==> src/rtl/irqc_pkg.sv <==
package irqc_pkg;
    localparam int NLINE = 8;
    localparam int DW    = 8;
    localparam int IW    = $clog2(NLINE);

    localparam logic [DW-1:0] CODE_RETIRE  = 8'h20;
    localparam logic [DW-1:0] CODE_SEE_REQ = 8'h0A;
    localparam logic [DW-1:0] CODE_SEE_SVC = 8'h0B;

    typedef enum logic [2:0] {
        OPC_NONE,
        OPC_RETIRE,
        OPC_SEE_REQ,
        OPC_SEE_SVC,
        OPC_MASK
    } irqc_opc_e;

    typedef struct packed {
        logic [NLINE-1:0] prev;
        logic [NLINE-1:0] irr;
        logic [NLINE-1:0] isr;
        logic [NLINE-1:0] imr;
        logic             sel_isr;
    } irqc_state_t;
endpackage

==> src/rtl/irqc_lowbit.sv <==
module irqc_lowbit #(
    parameter int W  = 8,
    parameter int XW = $clog2(W)
) (
    input  logic [W-1:0]  vec,
    output logic [W-1:0]  onehot,
    output logic [XW-1:0] idx,
    output logic          found
);
    always_comb begin
        onehot = '0;
        idx    = '0;
        found  = 1'b0;
        for (int i = W - 1; i >= 0; i--) begin
            if (vec[i]) begin
                onehot    = '0;
                onehot[i] = 1'b1;
                idx       = XW'(i);
                found     = 1'b1;
            end
        end
    end
endmodule

==> src/rtl/irqc_cmd_dec.sv <==
module irqc_cmd_dec
    import irqc_pkg::*;
(
    input  logic          wr,
    input  logic          addr,
    input  logic [DW-1:0] data,
    output irqc_opc_e     opc
);
    always_comb begin
        opc = OPC_NONE;
        if (wr) begin
            if (addr) begin
                opc = OPC_MASK;
            end else begin
                unique case (data)
                    CODE_RETIRE:  opc = OPC_RETIRE;
                    CODE_SEE_REQ: opc = OPC_SEE_REQ;
                    CODE_SEE_SVC: opc = OPC_SEE_SVC;
                    default:      opc = OPC_NONE;
                endcase
            end
        end
    end
endmodule

==> src/rtl/prio_irq_ctrl.sv <==
module prio_irq_ctrl
    import irqc_pkg::*;
#(
    parameter logic [7:0] VEC_BASE = 8'h08
) (
    input  logic             clk,
    input  logic             rst_n,
    input  logic [NLINE-1:0] irq_in,
    input  logic             bus_addr,
    input  logic             bus_wr,
    input  logic             bus_rd,
    input  logic [DW-1:0]    bus_wdata,
    output logic [DW-1:0]    bus_rdata,
    output logic             int_out,
    input  logic             ack,
    output logic [DW-1:0]    vec_out,
    output logic             vec_valid
);
    irqc_state_t st_d, st_q;
    irqc_opc_e   opc;

    logic [NLINE-1:0] rise, pend, allowed, elig;
    logic [NLINE-1:0] win_oh, svc_oh;
    logic [IW-1:0]    win_idx, svc_idx;
    logic             win_found, svc_found, grant;

    irqc_cmd_dec u_dec (
        .wr   (bus_wr),
        .addr (bus_addr),
        .data (bus_wdata),
        .opc  (opc)
    );

    irqc_lowbit #(.W(NLINE)) u_svc (
        .vec    (st_q.isr),
        .onehot (svc_oh),
        .idx    (svc_idx),
        .found  (svc_found)
    );

    always_comb begin
        for (int i = 0; i < NLINE; i++) begin
            allowed[i] = !svc_found || (IW'(i) < svc_idx);
        end
        pend = st_q.irr & ~st_q.imr;
        elig = pend & allowed;
        rise = irq_in & ~st_q.prev;
    end

    irqc_lowbit #(.W(NLINE)) u_win (
        .vec    (elig),
        .onehot (win_oh),
        .idx    (win_idx),
        .found  (win_found)
    );

    always_comb begin
        st_d      = st_q;
        grant     = ack && win_found;
        st_d.prev = irq_in;
        st_d.irr  = (st_q.irr & ~(grant ? win_oh : '0)) | rise;
        st_d.isr  = (st_q.isr & ~((opc == OPC_RETIRE) ? svc_oh : '0))
                  | (grant ? win_oh : '0);
        if (opc == OPC_MASK)    st_d.imr     = bus_wdata;
        if (opc == OPC_SEE_REQ) st_d.sel_isr = 1'b0;
        if (opc == OPC_SEE_SVC) st_d.sel_isr = 1'b1;

        int_out   = win_found;
        vec_valid = grant;
        vec_out   = grant ? (VEC_BASE + DW'(win_idx)) : '0;
        if (!bus_rd)       bus_rdata = '0;
        else if (bus_addr) bus_rdata = st_q.imr;
        else               bus_rdata = st_q.sel_isr ? st_q.isr : st_q.irr;
    end

    always_ff @(posedge clk) begin
        if (!rst_n) begin
            st_q.prev    <= '0;
            st_q.irr     <= '0;
            st_q.isr     <= '0;
            st_q.imr     <= '1;
            st_q.sel_isr <= 1'b0;
        end else begin
            st_q <= st_d;
        end
    end
endmodule

==> config.mk <==
export PLATFORM = sky130hd
export DESIGN_NAME = prio_irq_ctrl
export DESIGN_NICKNAME = d
export VERILOG_FILES = /design/src/rtl/irqc_pkg.sv /design/src/rtl/irqc_lowbit.sv /design/src/rtl/irqc_cmd_dec.sv /design/src/rtl/prio_irq_ctrl.sv
export SDC_FILE = /design/constraint.sdc
export NUM_CORES = 1
export LEC_CHECK = 0
export BUFFER_PORTS_ARGS = -buffer_cell sky130_fd_sc_hd__buf_2
export CORE_MARGIN = 1.5
export CORE_UTILIZATION = 30
export DETAILED_ROUTE_END_ITERATION = 16
export GPL_ROUTABILITY_DRIVEN = 0
export SETUP_SLACK_MARGIN = 0.02
export SYNTH_ARGS = -nofsm -noshare
export SYNTH_HDL_FRONTEND = slang
export SYNTH_SLANG_ARGS = --single-unit
==> constraint.sdc <==
create_clock -name clk -period 3.15 [get_ports clk]
set_input_delay 0.4725 -clock clk [delete_from_list [all_inputs] [get_ports clk]]
set_output_delay 0.4725 -clock clk [all_outputs]
set_load 0.05 [all_outputs]
Word level (Yosys, flattened, before mapping)
Index checks and enable logic that the tools add are counted.

storage, ports and cells
  flip-flop bits (word level) = 33
  output and inout bits = 18
  word-level logic and storage cells = 102

operators by class
  add/subtract/negate cells = 1
  magnitude comparators = 8
  equality and inequality tests = 7
  muxes and demuxes = 59
  bitwise operators = 11
  reductions and logical operators = 11

operators by type and width
  kind                 count
  $mux 8               21
  $mux 3               18
  $and 8x8->8          5
  $not 8->8            4
  $mux 1               18
  $eq 8x4->1 const B   2
  $or 8x8->8           2
  $lt 3x3->1 const A   4
  $eq 8x6->1 const B   1
  $logic_or 1x1->1     8
  $eq 3x2->1 const B   2
  $lt 1x3->1 const A   2
  $lt 2x3->1 const A   2
  $pmux 2 s3           1
  $add 4x3->5 const A  1
  $mux 5               1
  $eq 3x1->1 const B   1
  $eq 3x3->1 const B   1
  $reduce_bool 2->1    1
  $logic_and 1x1->1    1
  $logic_not 1->1      1

Depth between registers and ports, before layout
Gate-level depths: netlist of run 1.

  depth in word-level cells = 24
  mapped depth = 7
  gate-level depth less buffers = 5

Cells and area by module
Synthesis of run 1 repeated with hierarchy kept, for this count alone.

second synthesis, totals
  cell total of the unflattened synthesis = 242
  area, all modules = 1956.9 um^2

modules (own cells, without submodules)
  module         times used  cells each  area an instance (um^2)  sequential area each (um^2)
  prio_irq_ctrl  1           191         1575.3                   660.6
  irqc_lowbit    2           22          158.9                    0.0
  irqc_cmd_dec   1           7           63.8                     0.0

Least setup slack after synthesis of run 1
Ideal clock, no wire load.

  path kind = reg-to-output
  start point = register st_q[12] in the netlist's numbering
  end point = output vec_out[3]
  arrival = 2.447 ns
  required time = 2.677 ns
  path slack = 0.230 ns
  cell stages (with the launch flop) = 7
  path through = dfxtp_1 > or4_1 > buf_2 > or3_4 > o32ai_1 > o41a_1 > buf_4

between the ends
  cells in the longest elaborated chain, start to end = 17
  elaborated cells between the ends (all ways) = 45

ends and longest elaborated chain
  item                                                   RTL line             RTL
  from (decl)                                            prio_irq_ctrl.sv:19  irqc_state_t st_d, st_q;
  from (signal assigned)                                 prio_irq_ctrl.sv:84  st_q <= st_d;
  $mux 3 / $mux 1 (equally long branches) (4 in series)  irqc_lowbit.sv:15    if (vec[i]) begin
  $lt 3x3->1 / $logic_not 1->1 (equally long branches)   prio_irq_ctrl.sv:43  allowed[i] = !svc_found || (IW'(i) < svc_idx);
  $logic_or 1x1->1                                       prio_irq_ctrl.sv:43
  $and 8x8->8 (*)                                        prio_irq_ctrl.sv:46  elig = pend & allowed;
  $mux 1 (7 in series)                                   irqc_lowbit.sv:15
  $mux 1 (*)                                             irqc_lowbit.sv:15
  $logic_and 1x1->1 (*)                                  prio_irq_ctrl.sv:59  grant = ack && win_found;
  net vec_valid                                          prio_irq_ctrl.sv:17  output logic vec_valid
  $mux 5 (*)                                             prio_irq_ctrl.sv:70  vec_out = grant ? (VEC_BASE + DW'(win_idx)) : '0;
  to (decl)                                              prio_irq_ctrl.sv:16  output logic [DW-1:0] vec_out,

Mark *: on every way through the listed nets, which the timed path passes. The rest lies on a longest branch.

Final worst setup path of run 1
  start point = register st_q[10] in the netlist's numbering
  end point = output vec_out[0]

between the ends
  cells in the longest elaborated chain, start to end = 15
  elaborated cells between the ends (all ways) = 41

ends and longest elaborated chain
  item                                                     RTL line
  $mux 3 / $mux 1 (equally long branches) (2 in series)    irqc_lowbit.sv:15
  $lt 3x3->1 / $logic_not 1->1 (equally long branches)     prio_irq_ctrl.sv:43
  $logic_or 1x1->1                                         prio_irq_ctrl.sv:43
  $and 8x8->8 (*)                                          prio_irq_ctrl.sv:46
  $mux 3 / $mux 1 (equally long branches) (8 in series)    irqc_lowbit.sv:15
  $add 4x3->5 / $logic_and 1x1->1 (equally long branches)  prio_irq_ctrl.sv:70, prio_irq_ctrl.sv:59
  $mux 5 (*)                                               prio_irq_ctrl.sv:70

Every way passes the cells marked *; elsewhere a longest branch is shown, timed or not.

==> results of run 1 <==
## cell families after synthesis
family / after synthesis / share of synthesized area (%)
buf+inv: 19 / 5.40
simple gates: 109 / 33.8
other cells: 1 / 0.219
mux: 9 / 5.25
compound gates: 43 / 16.8
flops: 33 / 38.5
## area by class of cell
cell class / count / area (um2) / area share [%]
multi-input cells: 165 / 981 / 48.7
clock inverters: 2 / 10.0 / 0.497
flip-flops and latches: 33 / 661 / 32.8
repair buffers: 36 / 183 / 9.06
inverters: 5 / 18.8 / 0.931
well taps: 72 / 90.1 / 4.47
clock buffers: 6 / 72.6 / 3.60
## power by group through the flow
stage	Clock [mW]	Sequential [mW]	Combinational, mW
2_1_floorplan	0	0.463	0.164
3_3_place_gp	0	0.470	0.205
3_5_place_dp	0	0.470	0.206
4_1_cts	0.315	0.461	0.207
5_1_grt	0.334	0.464	0.226
6_report	0.299	0.461	0.208
## metal layers
metal / vias up / share of wire [%] / track usage, % / routed length, um
met3: 4 / 5.8 / 3.95 / 232
li1: 803 / - / - / -
met4: 0 / 0.92 / 4.82 / 37
met5: - / 0 / 0 / 0
met2: 39 / 48 / 23.6 / 1940
met1: 710 / 45 / 16.7 / 1800
## cells in the mapped netlist, drive strengths merged (6+ instances only)
cell / count
o21ai: 13
and2: 15
nor2: 6
mux2i: 9
clkbuf: 7
nor2b: 13
nand3: 11
dfxtp: 33
nand2: 38
a21oi: 6
buf: 7
## metrics by stage
| stage | worst slack (ns) | hold slack, ns | power [mW] | instances | utilization [%] |
|---|---|---|---|---|---|
| global placement | 0.476 | 0.403 | 0.675 | 311 | 35.0 |
| CTS | 0.151 | 0.376 | 0.983 | 319 | 36.5 |
| floorplan | 0.230 | 0.399 | 0.627 | 217 | - |
| finish | 0.289 | 0.388 | 0.967 | 319 | 36.6 |
| global route | 0.184 | 0.384 | 1.02 | 319 | 36.6 |
| detailed placement | 0.489 | 0.408 | 0.676 | 311 | 35.0 |
## path summary, 6_finish.rpt
check | startpoint | end | slack [ns] | cells after the start
worst max-delay path | st_q[10] | vec_out[0] | 0.29 | 7
worst min-delay path | irq_in[4] | st_q[29] | 0.39 | 3
worst min register to register | st_q[29] | st_q[21] | 0.42 | 1
worst max register to register | st_q[10] | st_q[23] | 1.00 | 6
## cells in the final DEF (no fill, tap or decap), types with 6 or more instances in the layout
cell     count
buf_2       35
nor2b_1     13
and2_1      15
mux2i_1      9
a21oi_1      6
nor2_1       6
nand2_1     38
nand3_1     11
dfxtp_1     33
o21ai_0     13
## worst max-delay path: stages (launching register included)
cell and delay (ns):
dfxtp_1 0.38, or4_1 0.52, buf_4 0.18, nor4_1 0.32
nand2_1 0.09, a21oi_1 0.17, o311a_1 0.19, buf_2 0.26
## timing repair
item / CTS / global route
buffers inserted: 0 / 0
endpoints found under the setup margin: 0 / 3
gates resized for setup: 0 / 1
==> results.yml, run 1 <==
synth:
  syn-cell-area_um2: 1720
  synth-seq-area-share_pct: 38.5
  synth_edf_count: 0
  syn-instance-count: 214
  avgSynthCellArea_um2: 8.02
  synth.top_cell.area_share_pct: 38.5
  postSynth.asyncResetShare_pct: 0
  synth_flop_cell: "dfxtp_1"
  synth_seq_cells: 33
  synth_warnings: 0
  ys_types: 40
  synth_largest_area_cell: "dfxtp_1"
  ys_top_cells_by_area: "dfxtp_1 (39%), nand2_1 (8.3%), and2_1 (5.5%)"
pwr:
  switching_share_pct: 31.4
  seqPwrFrac_pct: 47.7
  comb_power_share_pct: 21.5
  p_leak_nw: 0.860
  netSwitchingPower_mw: 0.304
  power.density_nw_per_um2: 480
  internal_power_mw: 0.664
  clkPwrFrac_pct: 30.9
  peakVddDrop_mv: 0.161
worst_setup_path:
  start_kind: "flip-flop"
  critPathRequiredTime_ns: 2.68
  crit_path_end_kind: "output pin"
  crit_fanout: 8
  arrival_ns: 2.39
  crit_type: "reg2out"
grt:
  grt_pass1_wl_um: 6680
  grt_pass1_vias: 1439
  overflow: 0
  grt_max_degree: 34
  grtUsageTotal_pct: 13.9
  antenna_found_initial: 0
finish:
  syn2layout_area_growth_pct: 17.5
  nets: 268
  stdcell_area_um2: 2020
  reg.largest.list: "st_q (33)"
  regMostFlops: "st_q"
  drive_gt1_share_pct: 19.0
  largest_reg_flops: 33
  diodes: 0
  nFillCells: 604
floorplanning:
  initial_core_util_pct: 31.2
  die_height_um: 78.6
  core.rowCount: 27
  ios: 40
  die_w_um: 78.6
  core_um2: 5510
  dieArea_um2: 6180
drt:
  drt-initial-drc-count: 87
  viasPerCell: 4.88
  vias: 1556
  firstDrtPassIters: 4
  post_drt_wl_per_cell_um: 12.6
  routed_wl_um: 4010
  drc: 0
  antenna_left: 0
clock_network:
  cts_tree: "built"
  htree_levels: 2
  cts_buffers: 5
  ctsHoldBuffers: 0
  worstSkewPairLatency_ns: 0.28
  clk_path_buf_depth: 2
  root_buffer: "clkbuf_8"
  clk_pin_slew_worst_paths_ns: 0.07
  cts_sinks: 33
sta:
  finalClockSkew_ns: 0.00729
  drv_slew: 0
  finalHoldViolations: 0
  min_period_ns: 2.86
  worstMarginPinSlew_ns: 0.729
  rsz0062_at_grt: "false"
  setup_tns_ns: 0
  max_slew_margin_pct: 50.7
  period_share_pct: 90.8
  setup_viol: 0
  max_freq_mhz: 350
placed_design:
  hpwl_um: 3000
  io_buffers: 35
  place_area_um2: 1930
job:
  cap_violations: 0
status:
  status: "finished, final reports clean"
worst_hold_path:
  worstHoldPathType: "in2reg"
Power figures use the tool's default switching activity.
==> inputs of run 2 (changes only) <==
Settings changed: BUFFER_PORTS_ARGS -buffer_cell sky130_fd_sc_hd__buf_2 to -buffer_cell sky130_fd_sc_hd__buf_4, CORE_UTILIZATION 30 to 50, PLACE_DENSITY set to 0.75.
==> run 2 against run 1 <==
Net effect: global-route usage up 8.5 points; flip-flop and latch count unchanged; first-iteration DRC count down 23%; core utilization up 26 points; combinational power up 8%; routed wire length down 4.1%; critical endpoint is now vec_valid; clock skew down 0.0014 ns; total power down 0.70%; fmax down 4.7%.
==> results.yml, run 2 (synthesis gave the netlist of run 1 again) <==
drt:
  drc: 0
  vias: 1553
  post_drt_wl_per_cell_um: 13.1
  antenna_left: 0
  drt-initial-drc-count: 67
  firstDrtPassIters: 4
  viasPerCell: 5.30
  routed_wl_um: 3840
floorplanning:
  dieArea_um2: 3790
  core.rowCount: 21
  die_height_um: 61.6
  ios: 40
  core_um2: 3310
  die_w_um: 61.6
  initial_core_util_pct: 51.8
placed_design:
  place_area_um2: 1980
  io_buffers: 35
  dp_slack_ns: 0.384
  dp.cells: 285
  hpwl_um: 2820
clock_network:
  cts_sinks: 33
  clk_pin_slew_worst_paths_ns: 0.11
  cts_buffers: 5
  htree_levels: 2
  clk_path_buf_depth: 2
  cts_tree: "built"
  worstSkewPairLatency_ns: 0.34
  ctsHoldBuffers: 0
  root_buffer: "clkbuf_4"
sta:
  finalHoldViolations: 0
  setup_tns_ns: 0
  whs_ns: 0.330
  period_share_pct: 95.3
  max_slew_margin_pct: 58.0
  max_freq_mhz: 333
  setup_viol: 0
  min_period_ns: 3.00
  setup_ws_ns: 0.147
  finalClockSkew_ns: 0.00591
  worstMarginPinSlew_ns: 0.629
  drv_slew: 0
  rsz0062_at_grt: "false"
finish:
  drive_gt1_share_pct: 19.4
  largest_reg_flops: 33
  syn2layout_area_growth_pct: 20.0
  regMostFlops: "st_q"
  final_common_cell: "nand2_1"
  final_cells: 293
  final_util_pct: 62.2
  nets: 268
  stdcell_area_um2: 2060
  reg.largest.list: "st_q (33)"
  most-common-layout-cells: "nand2_1 (38), buf_4 (36), dfxtp_1 (33), and2_1 (15)"
  diodes: 0
pwr:
  power.density_nw_per_um2: 467
  total_power_mw: 0.960
  peakVddDrop_mv: 0.287
  p_leak_nw: 0.878
worst_setup_path:
  crit_path_cell_trace: "or4_1 -> or3_4 -> o32ai_2 -> o41a_1 -> buf_4"
  crit_type: "reg2out"
  arrival_ns: 2.53
  path_buf_inv: 1
  max_stage_delay_ns: 0.64
  start_kind: "flip-flop"
  crit_path_end_kind: "output pin"
  cp_top_family: "simple AND/OR/NAND/NOR gates"
  cp_slowest_cell: "or4_1"
  crit_fanout: 8
  critPathRequiredTime_ns: 2.68
grt:
  antenna_found_initial: 0
  grt_pass1_wl_um: 6220
  overflow: 0
  grt_max_degree: 34
  grt_pass1_vias: 1386
  grtUsageTotal_pct: 22.4
worst_hold_path:
  worstHoldPathType: "in2reg"
job:
  cap_violations: 0
status:
  status: "finished, final reports clean"
[run 2: worst paths after layout]
| check | startpoint | endpoint | slack (ns) | cells after the start |
|---|---|---|---|---|
| max | st_q[10] | vec_valid | 0.15 | 5 |
| min | irq_in[4] | st_q[29] | 0.33 | 3 |
| max reg2reg | st_q[10] | st_q[23] | 1.00 | 5 |
| min reg2reg | st_q[31] | st_q[23] | 0.43 | 1 |
[run 2: worst reg2reg max path: cells and delay by family (launching register included)]
family | cells | cell delay (ns)
DFF | 1 | 0.39
and+or+nand+nor | 4 | 1.52
AOI/OAI and AO/OA | 1 | 0.12
[run 2: area by class of cell]
class	instances	area [um2]
clock buffer	7	65.1
clock inverter	1	5.00
fill	333	1250
inverter	5	18.8
multi-input combinational	165	981
sequential	33	661
tap	46	57.6
timing repair buffer	36	270
[run 2: per-layer routing]
| layer | part of all wire, % | GRT usage [%] | routed length, um | up-vias |
|---|---|---|---|---|
| met2 | 47 | 35.8 | 1790 | 37 |
| li1 | - | - | - | 804 |
| met5 | 0 | 0 | 0 | - |
| met4 | 1.3 | 6.99 | 48 | 0 |
| met3 | 3.9 | 6.30 | 151 | 4 |
| met1 | 48 | 29.4 | 1850 | 708 |
[run 2: timing repair]
item	in CTS	in global routing
setup endpoints to repair	2	0
setup buffers	0	0
resized for setup	1	0
[run 2: where the power goes]
group	leakage, nW	internal [mW]	total [mW]	switching [mW]
Sequential	0.273	0.441	0.461	0.0199
Clock	0.0413	0.129	0.276	0.146
Combinational	0.564	0.0856	0.224	0.138
